`src/rtl/owl_pkg.sv`:
```
package owl_pkg;

   typedef enum logic [2:0] {
      ST_IDLE,    // released, waiting for a master edge
      ST_WSLOT,   // write slot, waiting for the sample point
      ST_RSLOT,   // read slot, holding or releasing the bit
      ST_WAITHI,  // slot or presence done, waiting for line high
      ST_RLOW,    // reset seen, waiting for the line to rise
      ST_PWAIT,   // gap before presence
      ST_PDRV     // presence low
   } owl_state_t;

   function automatic int unsigned owl_max(int unsigned a, int unsigned b);
      return (a > b) ? a : b;
   endfunction

endpackage

```
`src/rtl/owl_tick.sv`:
```
module owl_tick #(
   parameter int unsigned CLK_PER_US = 125
) (
   input  logic clk,
   input  logic rst_n,
   input  logic clr,
   output logic tick
);
   localparam int unsigned CW = (CLK_PER_US > 2) ? $clog2(CLK_PER_US) : 1;
   localparam bit          POW2 = ((CLK_PER_US & (CLK_PER_US - 1)) == 0);

   logic [CW-1:0] cnt;

   generate
      if (POW2) begin : g_wrap
         always_ff @(posedge clk or negedge rst_n) begin
            if (!rst_n)   cnt <= '0;
            else if (clr) cnt <= '0;
            else          cnt <= cnt + CW'(1);
         end
         assign tick = (&cnt) && !clr;
      end else begin : g_cmp
         always_ff @(posedge clk or negedge rst_n) begin
            if (!rst_n)                            cnt <= '0;
            else if (clr)                          cnt <= '0;
            else if (cnt == CW'(CLK_PER_US - 1))   cnt <= '0;
            else                                   cnt <= cnt + CW'(1);
         end
         assign tick = (cnt == CW'(CLK_PER_US - 1)) && !clr;
      end
   endgenerate

   AST_TICK_SPACED: assert property (@(posedge clk) disable iff (!rst_n)
      tick |=> !tick) else $error("tick not spaced");

endmodule

```
`src/rtl/owl_linemon.sv`:
```
module owl_linemon #(
   parameter int unsigned RST_US = 480
) (
   input  logic clk,
   input  logic rst_n,
   input  logic line_i,
   input  logic tick,
   output logic fall,
   output logic rise,
   output logic rst_hit
);
   localparam int unsigned LW = $clog2(RST_US + 1);

   logic          line_q;
   logic [LW-1:0] low_us;

   always_ff @(posedge clk or negedge rst_n) begin
      if (!rst_n) begin
         line_q <= 1'b1;
         low_us <= '0;
      end else begin
         line_q <= line_i;
         if (line_i)
            low_us <= '0;
         else if (tick && (low_us != LW'(RST_US)))
            low_us <= low_us + LW'(1);
      end
   end

   assign fall    = line_q && !line_i;
   assign rise    = !line_q && line_i;
   assign rst_hit = !line_i && tick && (low_us == LW'(RST_US - 1));

endmodule

```
`src/rtl/owl_slot_fsm.sv`:
```
module owl_slot_fsm
   import owl_pkg::*;
#(
   parameter int unsigned SAMPLE_US  = 30,
   parameter int unsigned RD_HOLD_US = 30,
   parameter int unsigned PD_WAIT_US = 30,
   parameter int unsigned PD_LOW_US  = 120
) (
   input  logic clk,
   input  logic rst_n,
   input  logic line_i,
   input  logic tick,
   input  logic fall,
   input  logic rst_hit,
   input  logic tx_en_i,
   input  logic tx_bit_i,
   output logic pull_n_o,
   output logic tx_take_o,
   output logic rx_valid_o,
   output logic rx_bit_o,
   output logic bus_rst_o
);
   localparam int unsigned MAXC = owl_max(owl_max(SAMPLE_US, RD_HOLD_US),
                                          owl_max(PD_WAIT_US, PD_LOW_US));
   localparam int unsigned UW   = $clog2(MAXC + 1);

   owl_state_t    st;
   logic [UW-1:0] us;

   always_ff @(posedge clk or negedge rst_n) begin
      if (!rst_n) begin
         st         <= ST_IDLE;
         us         <= '0;
         pull_n_o   <= 1'b1;
         tx_take_o  <= 1'b0;
         rx_valid_o <= 1'b0;
         rx_bit_o   <= 1'b0;
         bus_rst_o  <= 1'b0;
      end else begin
         tx_take_o  <= 1'b0;
         rx_valid_o <= 1'b0;
         bus_rst_o  <= 1'b0;
         if (rst_hit) begin
            bus_rst_o <= 1'b1;
            pull_n_o  <= 1'b1;
            st        <= ST_RLOW;
         end else begin
            unique case (st)
               ST_IDLE: if (fall) begin
                  us <= '0;
                  if (tx_en_i) begin
                     tx_take_o <= 1'b1;
                     pull_n_o  <= tx_bit_i;
                     st        <= ST_RSLOT;
                  end else begin
                     st <= ST_WSLOT;
                  end
               end
               ST_WSLOT: if (tick) begin
                  if (us == UW'(SAMPLE_US - 1)) begin
                     rx_valid_o <= 1'b1;
                     rx_bit_o   <= line_i;
                     st         <= ST_WAITHI;
                  end else us <= us + UW'(1);
               end
               ST_RSLOT: if (tick) begin
                  if (us == UW'(RD_HOLD_US - 1)) begin
                     pull_n_o <= 1'b1;
                     st       <= ST_WAITHI;
                  end else us <= us + UW'(1);
               end
               ST_WAITHI: if (line_i) st <= ST_IDLE;
               ST_RLOW: if (line_i) begin
                  us <= '0;
                  st <= ST_PWAIT;
               end
               ST_PWAIT: if (tick) begin
                  if (us == UW'(PD_WAIT_US - 1)) begin
                     us       <= '0;
                     pull_n_o <= 1'b0;
                     st       <= ST_PDRV;
                  end else us <= us + UW'(1);
               end
               ST_PDRV: if (tick) begin
                  if (us == UW'(PD_LOW_US - 1)) begin
                     pull_n_o <= 1'b1;
                     st       <= ST_WAITHI;
                  end else us <= us + UW'(1);
               end
               default: st <= ST_IDLE;
            endcase
         end
      end
   end

   AST_STROBE_SINGLE: assert property (@(posedge clk) disable iff (!rst_n)
      bus_rst_o |=> !bus_rst_o) else $error("reset strobe too long");
   AST_IDLE_RELEASED: assert property (@(posedge clk) disable iff (!rst_n)
      (st == ST_IDLE) |-> pull_n_o) else $error("driving while idle");
   AST_RX_TX_EXCL: assert property (@(posedge clk) disable iff (!rst_n)
      !(rx_valid_o && tx_take_o)) else $error("read and write in one slot");
   AST_TAKE_ON_LOW: assert property (@(posedge clk) disable iff (!rst_n)
      tx_take_o |-> !line_i) else $error("bit taken without a low");
   AST_RELEASE_ON_RESET: assert property (@(posedge clk) disable iff (!rst_n)
      bus_rst_o |-> pull_n_o) else $error("line held at reset");

endmodule

```
`src/rtl/owire_bit_link.sv`:
```
module owire_bit_link #(
   parameter int unsigned CLK_PER_US = 125,
   parameter int unsigned RST_US     = 480,
   parameter int unsigned SAMPLE_US  = 30,
   parameter int unsigned RD_HOLD_US = 30,
   parameter int unsigned PD_WAIT_US = 30,
   parameter int unsigned PD_LOW_US  = 120
) (
   input  logic clk,
   input  logic rst_n,
   input  logic line_i,
   output logic pull_n_o,
   input  logic tx_en_i,
   input  logic tx_bit_i,
   output logic tx_take_o,
   output logic rx_valid_o,
   output logic rx_bit_o,
   output logic bus_rst_o
);
   generate
      if (CLK_PER_US < 2) begin : g_bad_clk
         $error("CLK_PER_US must be at least 2");
      end
      if (SAMPLE_US < 15 || SAMPLE_US > 60) begin : g_bad_sample
         $error("SAMPLE_US outside the 15..60 window");
      end
      if (RD_HOLD_US < 15 || RD_HOLD_US > 59) begin : g_bad_hold
         $error("RD_HOLD_US outside the 15..59 window");
      end
      if (PD_WAIT_US < 15 || PD_WAIT_US > 60) begin : g_bad_pdw
         $error("PD_WAIT_US outside the 15..60 window");
      end
      if (PD_LOW_US < 60 || PD_LOW_US > 240) begin : g_bad_pdl
         $error("PD_LOW_US outside the 60..240 window");
      end
      if (RST_US <= PD_LOW_US) begin : g_bad_rst
         $error("RST_US must exceed PD_LOW_US");
      end
   endgenerate

   logic tick, fall, rise, rst_hit;

   owl_tick #(.CLK_PER_US(CLK_PER_US)) u_tick (
      .clk   (clk),
      .rst_n (rst_n),
      .clr   (fall | rise),
      .tick  (tick)
   );

   owl_linemon #(.RST_US(RST_US)) u_mon (
      .clk     (clk),
      .rst_n   (rst_n),
      .line_i  (line_i),
      .tick    (tick),
      .fall    (fall),
      .rise    (rise),
      .rst_hit (rst_hit)
   );

   owl_slot_fsm #(
      .SAMPLE_US  (SAMPLE_US),
      .RD_HOLD_US (RD_HOLD_US),
      .PD_WAIT_US (PD_WAIT_US),
      .PD_LOW_US  (PD_LOW_US)
   ) u_fsm (
      .clk        (clk),
      .rst_n      (rst_n),
      .line_i     (line_i),
      .tick       (tick),
      .fall       (fall),
      .rst_hit    (rst_hit),
      .tx_en_i    (tx_en_i),
      .tx_bit_i   (tx_bit_i),
      .pull_n_o   (pull_n_o),
      .tx_take_o  (tx_take_o),
      .rx_valid_o (rx_valid_o),
      .rx_bit_o   (rx_bit_o),
      .bus_rst_o  (bus_rst_o)
   );

endmodule

```
`config.mk`:
```
export PLATFORM = sky130hd
export DESIGN_NAME = owire_bit_link
export DESIGN_NICKNAME = d
export VERILOG_FILES = /design/src/rtl/owl_pkg.sv /design/src/rtl/owl_tick.sv /design/src/rtl/owl_linemon.sv /design/src/rtl/owl_slot_fsm.sv /design/src/rtl/owire_bit_link.sv
export SDC_FILE = /design/constraint.sdc
export NUM_CORES = 1
export LEC_CHECK = 0
export CAP_MARGIN = 20
export CORE_MARGIN = 2
export CORE_UTILIZATION = 45
export DETAILED_ROUTE_END_ITERATION = 16
export PLACE_DENSITY_LB_ADDON = 0.08
export REMOVE_ABC_BUFFERS = 1
export SYNTH_ARGS = -nofsm -noshare
export SYNTH_HDL_FRONTEND = slang
export SYNTH_SLANG_ARGS = --single-unit
```
`constraint.sdc`:
```
create_clock -name clk -period 2.25 [get_ports clk]
set_input_delay 0.45 -clock clk [delete_from_list [all_inputs] [get_ports clk]]
set_output_delay 0.45 -clock clk [all_outputs]
set_load 0.01 [all_outputs]
```
# [After elaboration in Yosys (flattened, before gate mapping)]
# Index checks and enable logic that the tools add are counted.
[classes] add_sub_neg=3 eq_ne=30 mux=44 bitwise=2 reduce_logical=18
[op_table] op="two-way mux 7 bit" n=10
[op_table] op="case mux 7 bit (5 select lines)" n=1
[op_table] op="two-way mux 3 bit" n=10
[op_table] op="AND reduction 9 bit" n=3
[op_table] op="inequality test 3 bit, second input constant" n=7
[op_table] op="two-way mux 1 bit" n=18
[op_table] op="two-way mux 9 bit" n=2
[op_table] op="case mux 3 bit (6 select lines)" n=1
[op_table] op="adder 7 x 1 -> 7 bit, second input constant" n=2
[op_table] op="== test 7 bit, second input constant" n=2
[op_table] op="inequality test 2 bit, second input constant" n=6
[op_table] op="nonzero test 5 bit" n=2
[op_table] op="adder 9 x 1 -> 9 bit, second input constant" n=1
[op_table] op="== test 3 bit, second input constant" n=3
[op_table] op="== test 9 bit, second input constant" n=1
[op_table] op="inequality test 3 x 2 -> 1 bit, second input constant" n=3
[op_table] op="inequality test 9 bit, second input constant" n=1
[op_table] op="== test 7 x 5 -> 1 bit, second input constant" n=1
[op_table] op="== test 3 x 2 -> 1 bit, second input constant" n=2
[op_table] op="logical AND 1 bit" n=6
[op_table] op="inequality test 3 x 1 -> 1 bit, second input constant" n=2
[op_table] op="case mux 1 bit (4 select lines)" n=1
[op_table] op="AND reduction 4 bit" n=1
[op_table] op="== test 3 x 1 -> 1 bit, second input constant" n=1
[op_table] op="8 further kinds" n=10
[totals] reg_bits=32 in_bits=5

# [Logic depth before layout (Yosys ltp)]
[logic_depth] ltp_word=9 depth_mapped=9 ltp_nobuf=7

# [Modules after synthesis]
# A second synthesis with hierarchy kept.
[unflattened] hier_cells=203 hier_area_um2=1935.6
[modules_own_cells] mod="owl_slot_fsm" n_inst=1 cells_per_inst=113 area_each_um2=1056.0 seq_area_each_um2=376.6
[modules_own_cells] mod="owl_linemon" n_inst=1 cells_per_inst=55 area_each_um2=536.8 seq_area_each_um2=251.5
[modules_own_cells] mod="owl_tick" n_inst=1 cells_per_inst=34 area_each_um2=336.6 seq_area_each_um2=175.2
[modules_own_cells] mod="owire_bit_link" n_inst=1 cells_per_inst=1 area_each_um2=6.3 seq_area_each_um2=0.0

# [Worst setup path after synthesis]
# Ideal clock, no wire load.
[synth_timing] path_kind="input to register" start="in line_i" end="reg u_fsm.us[1]" t_arrival_ps=2236 required_ps=2125 slack_ps=-111 stages=8 path_cell_list="clkbuf_1 -> inv_1 -> ha_1 -> nand3_1 -> o21a_1 -> a211oi_4 -> and3_4 -> mux2_4"
[synth_via] elab_chain_len=9 word_cells_on_any_way=15 classes_between="eq/ne: 5; bitwise: 2; reduce/logical: 8"
[synth_rtl] element="start: declaration" line_no="owire_bit_link.sv:11" source="input logic line_i,"
[synth_rtl] element="logical NOT 1 bit" line_no="owl_linemon.sv:30, owl_linemon.sv:32"
[synth_rtl] element="logical AND 1 bit" line_no="owl_linemon.sv:30" source="assign fall = line_q && !line_i;"
[synth_rtl] element="OR 1 bit" line_no="owire_bit_link.sv:46" source=".clr (fall | rise),"
[synth_rtl] element="logical NOT 1 bit" line_no="owl_tick.sv:29" source="assign tick = (cnt == CW'(CLK_PER_US - 1)) && !clr;"
[synth_rtl] element="logical AND 1 bit" line_no="owl_tick.sv:29"
[synth_rtl] element="logical AND 1 bit (2 in series)" line_no="owl_linemon.sv:32" source="assign rst_hit = !line_i && tick && (low_us == LW'(RST_US - 1));"
[synth_rtl] element="NOT 1 bit (no line)"
[synth_rtl] element="AND reduction 9 bit (no line) *"
[synth_rtl] element="end signal: assignment" line_no="owl_slot_fsm.sv:64" source="end else us <= us + UW'(1);"
[synth_rtl] element="end signal: assignment" line_no="owl_slot_fsm.sv:70" source="end else us <= us + UW'(1);"
[synth_rtl] element="end signal: assignment" line_no="owl_slot_fsm.sv:82" source="end else us <= us + UW'(1);"
[synth_rtl] element="end: declaration" line_no="owl_slot_fsm.sv:28" source="logic [UW-1:0] us;"
# Mark *: on every way between the ends. The rest lies on a longest branch, timed or not.
# A chain may end at the register's enable or synchronous reset.

# [Final worst setup path]
[layout_timing] start="reg u_fsm.us[1]" end="reg u_fsm.rx_bit_o"
[layout_via] elab_chain_len=2
[layout_rtl] element="== test 7 x 5 -> 1 bit" line_no="owl_slot_fsm.sv:60" source="if (us == UW'(SAMPLE_US - 1)) begin"
[layout_rtl] element="AND reduction 4 bit (no line)"
[layout_rtl] element="end signal: assignment" line_no="owl_slot_fsm.sv:62" source="rx_bit_o <= line_i;"
[layout_rtl] element="end: declaration" line_no="owl_slot_fsm.sv:20" source="output logic rx_bit_o,"
# Every way passes these cells.

==> run metrics <==
status completed; total grt overflow 0; count leader, synth dfrtp_1; maximum clock rate 489.6 MHz; ranking of synthesized cells by area dfrtp_1, ha_1, nor2_1; Startpoint Class flop; final instance area 0.002322 mm²; initial antenna violation count 0; fin crit share 90.78%; Reg2Reg Depth 7; Yosys reg bits 32; maximum buffer depth of the clock tree 2; Synth Instances 197; DR WL/cell 14.67 µm; GP Congestion 0.8701; FF-to-FF setup slack 0.21 ns; first drt pass iteration count 4; layout cells sized above 1 21.33%; Worst Path Max Fanout 8; Synth top cells by count dfrtp_1, nor2_1, a21oi_1, inv_1, nand3_1; Post-synth ARST share 100.0%; FP Rows 23; worst min-delay path category flop to flop; CP endpoint kind flop; GRT Total Usage 17.74%; die area 0.004851 mm²; Worst Clk Skew 0.008175 ns; YS warnings 0; largest area contributor in the netlist dfrtp_1; WHS Endpoint u_tick.cnt[0]; CP Data Required Time 2.42 ns; number of global-route vias before repair 1453; peak supply drop 0.5609 mV; Final Critical Period 2.042 ns; Least-Margin Pin Slew 0.4148 ns; layout net count 236; Max-cap violations 0; Hold Fails Final Rpt 0; Final ANT Viol Nets 0; EDFF count, synth 0; initial core utilization 47.46%; Die H 69.65 µm; TritonCTS Buffers 5; fin. max-slew vios 0; first-pass GRT wire length 6.962 mm; vias per inst 5.509; H-tree levels 2; ys flop type dfrtp_1; Slew Limit Headroom 72.16%; Worst Hold Launch u_tick.cnt[0]; Clock Latency Late Sink 0.29 ns; filler instances 376; DR vias 1515; Chip Width 69.65 µm; dpl hpwl 2.932 mm; syn avg cell area 9.844 µm²; Placement Cell Area 0.002180 mm²; DR iter-0 viols 175; data arrival time of the critical path 2.21 ns; Final setup viols 0; RSZ-0062 raised after global routing no; number of I/O port buffers 9; final WL 4.034 mm; IO Count 10; hold depth 1; sequential share of the synthesized area 41.42%; Root Driver clkbuf_8; core area 0.004086 mm²; P&R area growth vs syn 19.74%; antenna cells 0; clock-pin slew on the worst setup and hold paths 0.07 ns; CTS tree built; Final Util 56.83%; r2r startpoint u_fsm.us[1]; PwrDens 645.5 mW/mm²; Yosys top cell area share 38.71%; Critical R2R Capture u_fsm.rx_bit_o; largest net degree at the start of global routing 33; synth unique cells 55; Clock Sink Count 32; cell area after synthesis 0.001939 mm²; Setup Crit Path Kind flop to flop; DRC Markers 0; P_leak 0.9894 nW
[area by class of cell]
cell class | count | area, µm² | area share (%)
Tap cell | 50 | 62.56 | 2.694
Clock buffer | 5 | 68.82 | 2.963
Clock inverter | 3 | 42.54 | 1.832
Timing Repair Buffer | 27 | 231.5 | 9.968
Inverter | 11 | 41.29 | 1.778
Multi-Input combinational cell | 147 | 1072 | 46.17
Sequential cell | 32 | 803.3 | 34.59
[layout by cell type (no fill, tap or decap), types with 7 or more instances in the layout]
master           instances
dfrtp_1                 30
nor2_1                  22
buf_4                   17
a21oi_1                 11
inv_1                   10
nand3_1                  9
xor2_1                   8
clkdlybuf4s50_1          8
o21ai_0                  7
[per-layer routing]
layer,wire length (µm),GRT usage [%]
met1,2012,25.89
met2,1819,26.28
met3,166,4.506
met4,36,4.487
met5,0,0
[worst max-delay path, cell delays in order, from the launching register on]
cell,delay [ns]
dfrtp_1,0.42
inv_1,0.07
ha_1,0.19
nand4bb_2,0.22
nor2_4,0.18
nand3_2,0.20
nor3b_2,0.30
mux2_1,0.34
[flip-flops by register name, summed over array words and instances, names as in the netlist]
| name | count |
|---|---|
| u_fsm.tx_take_o | 1 |
| u_mon.line_q | 1 |
| u_fsm.rx_bit_o | 1 |
| u_mon.low_us | 9 |
| u_fsm.st | 3 |
| u_fsm.us | 7 |
| u_fsm.bus_rst_o | 1 |
| u_fsm.rx_valid_o | 1 |
| u_tick.cnt | 7 |
| u_fsm.pull_n_o | 1 |
[power breakdown]
| part | total (W) | internal, W | switching [W] |
|---|---|---|---|
| clock network | 0.000552 | 0.000328 | 0.000225 |
| logic | 0.000241 | 0.000120 | 0.000121 |
| registers | 0.000706 | 0.000637 | 0.0000686 |
[metrics by stage]
stage / setup TNS (ns) / power [W] / instances / worst slack [ns] / hold slack (ns)
final: 0 / 0.001499 / 275 / 0.2075 / 0.4951
after global routing: 0 / 0.001575 / 275 / 0.08076 / 0.5221
after CTS: 0 / 0.001509 / 274 / 0.006326 / 0.5024
after detailed placement: -3.968 / 0.0009495 / 266 / -0.2867 / 0.4838
after global placement: -2.892 / 0.0009364 / 266 / -0.2160 / 0.4675
after floorplan: 0 / 0.0008517 / 190 / 0.2005 / 0.1544
[how the worst max path moves through the flow]
stage	startpoint	end	slack, ns	depth (start not counted)
5_1_grt	u_tick.cnt[0]	u_fsm.us[0]	0.08	8
4_1_cts	line_i	u_fsm.us[0]	0.006	10
6_report	u_fsm.us[1]	u_fsm.rx_bit_o	0.21	7
2_1_floorplan	line_i	u_fsm.us[1]	0.20	7
3_5_place_dp	line_i	u_fsm.us[0]	-0.29	10
3_3_place_gp	line_i	u_fsm.rx_bit_o	-0.22	8
[logic make-up after synthesis]
group | share of synthesized area, %
buffers and inverters | 4.193
multiplexers | 3.678
flip-flops | 41.42
adder cells (fa/ha/maj) | 4.516
XOR/XNOR | 4.968
AO/OA/AOI/OAI | 14.45
AND/OR/NAND/NOR | 26.77
[what timing repair did]
action	CTS	global route
setup endpoints to repair	1	12
buffers inserted	0	1
gates resized for setup	1	4
pin swaps	0	2
hold buffers	0	0
(Power assumes the default switching activity.)
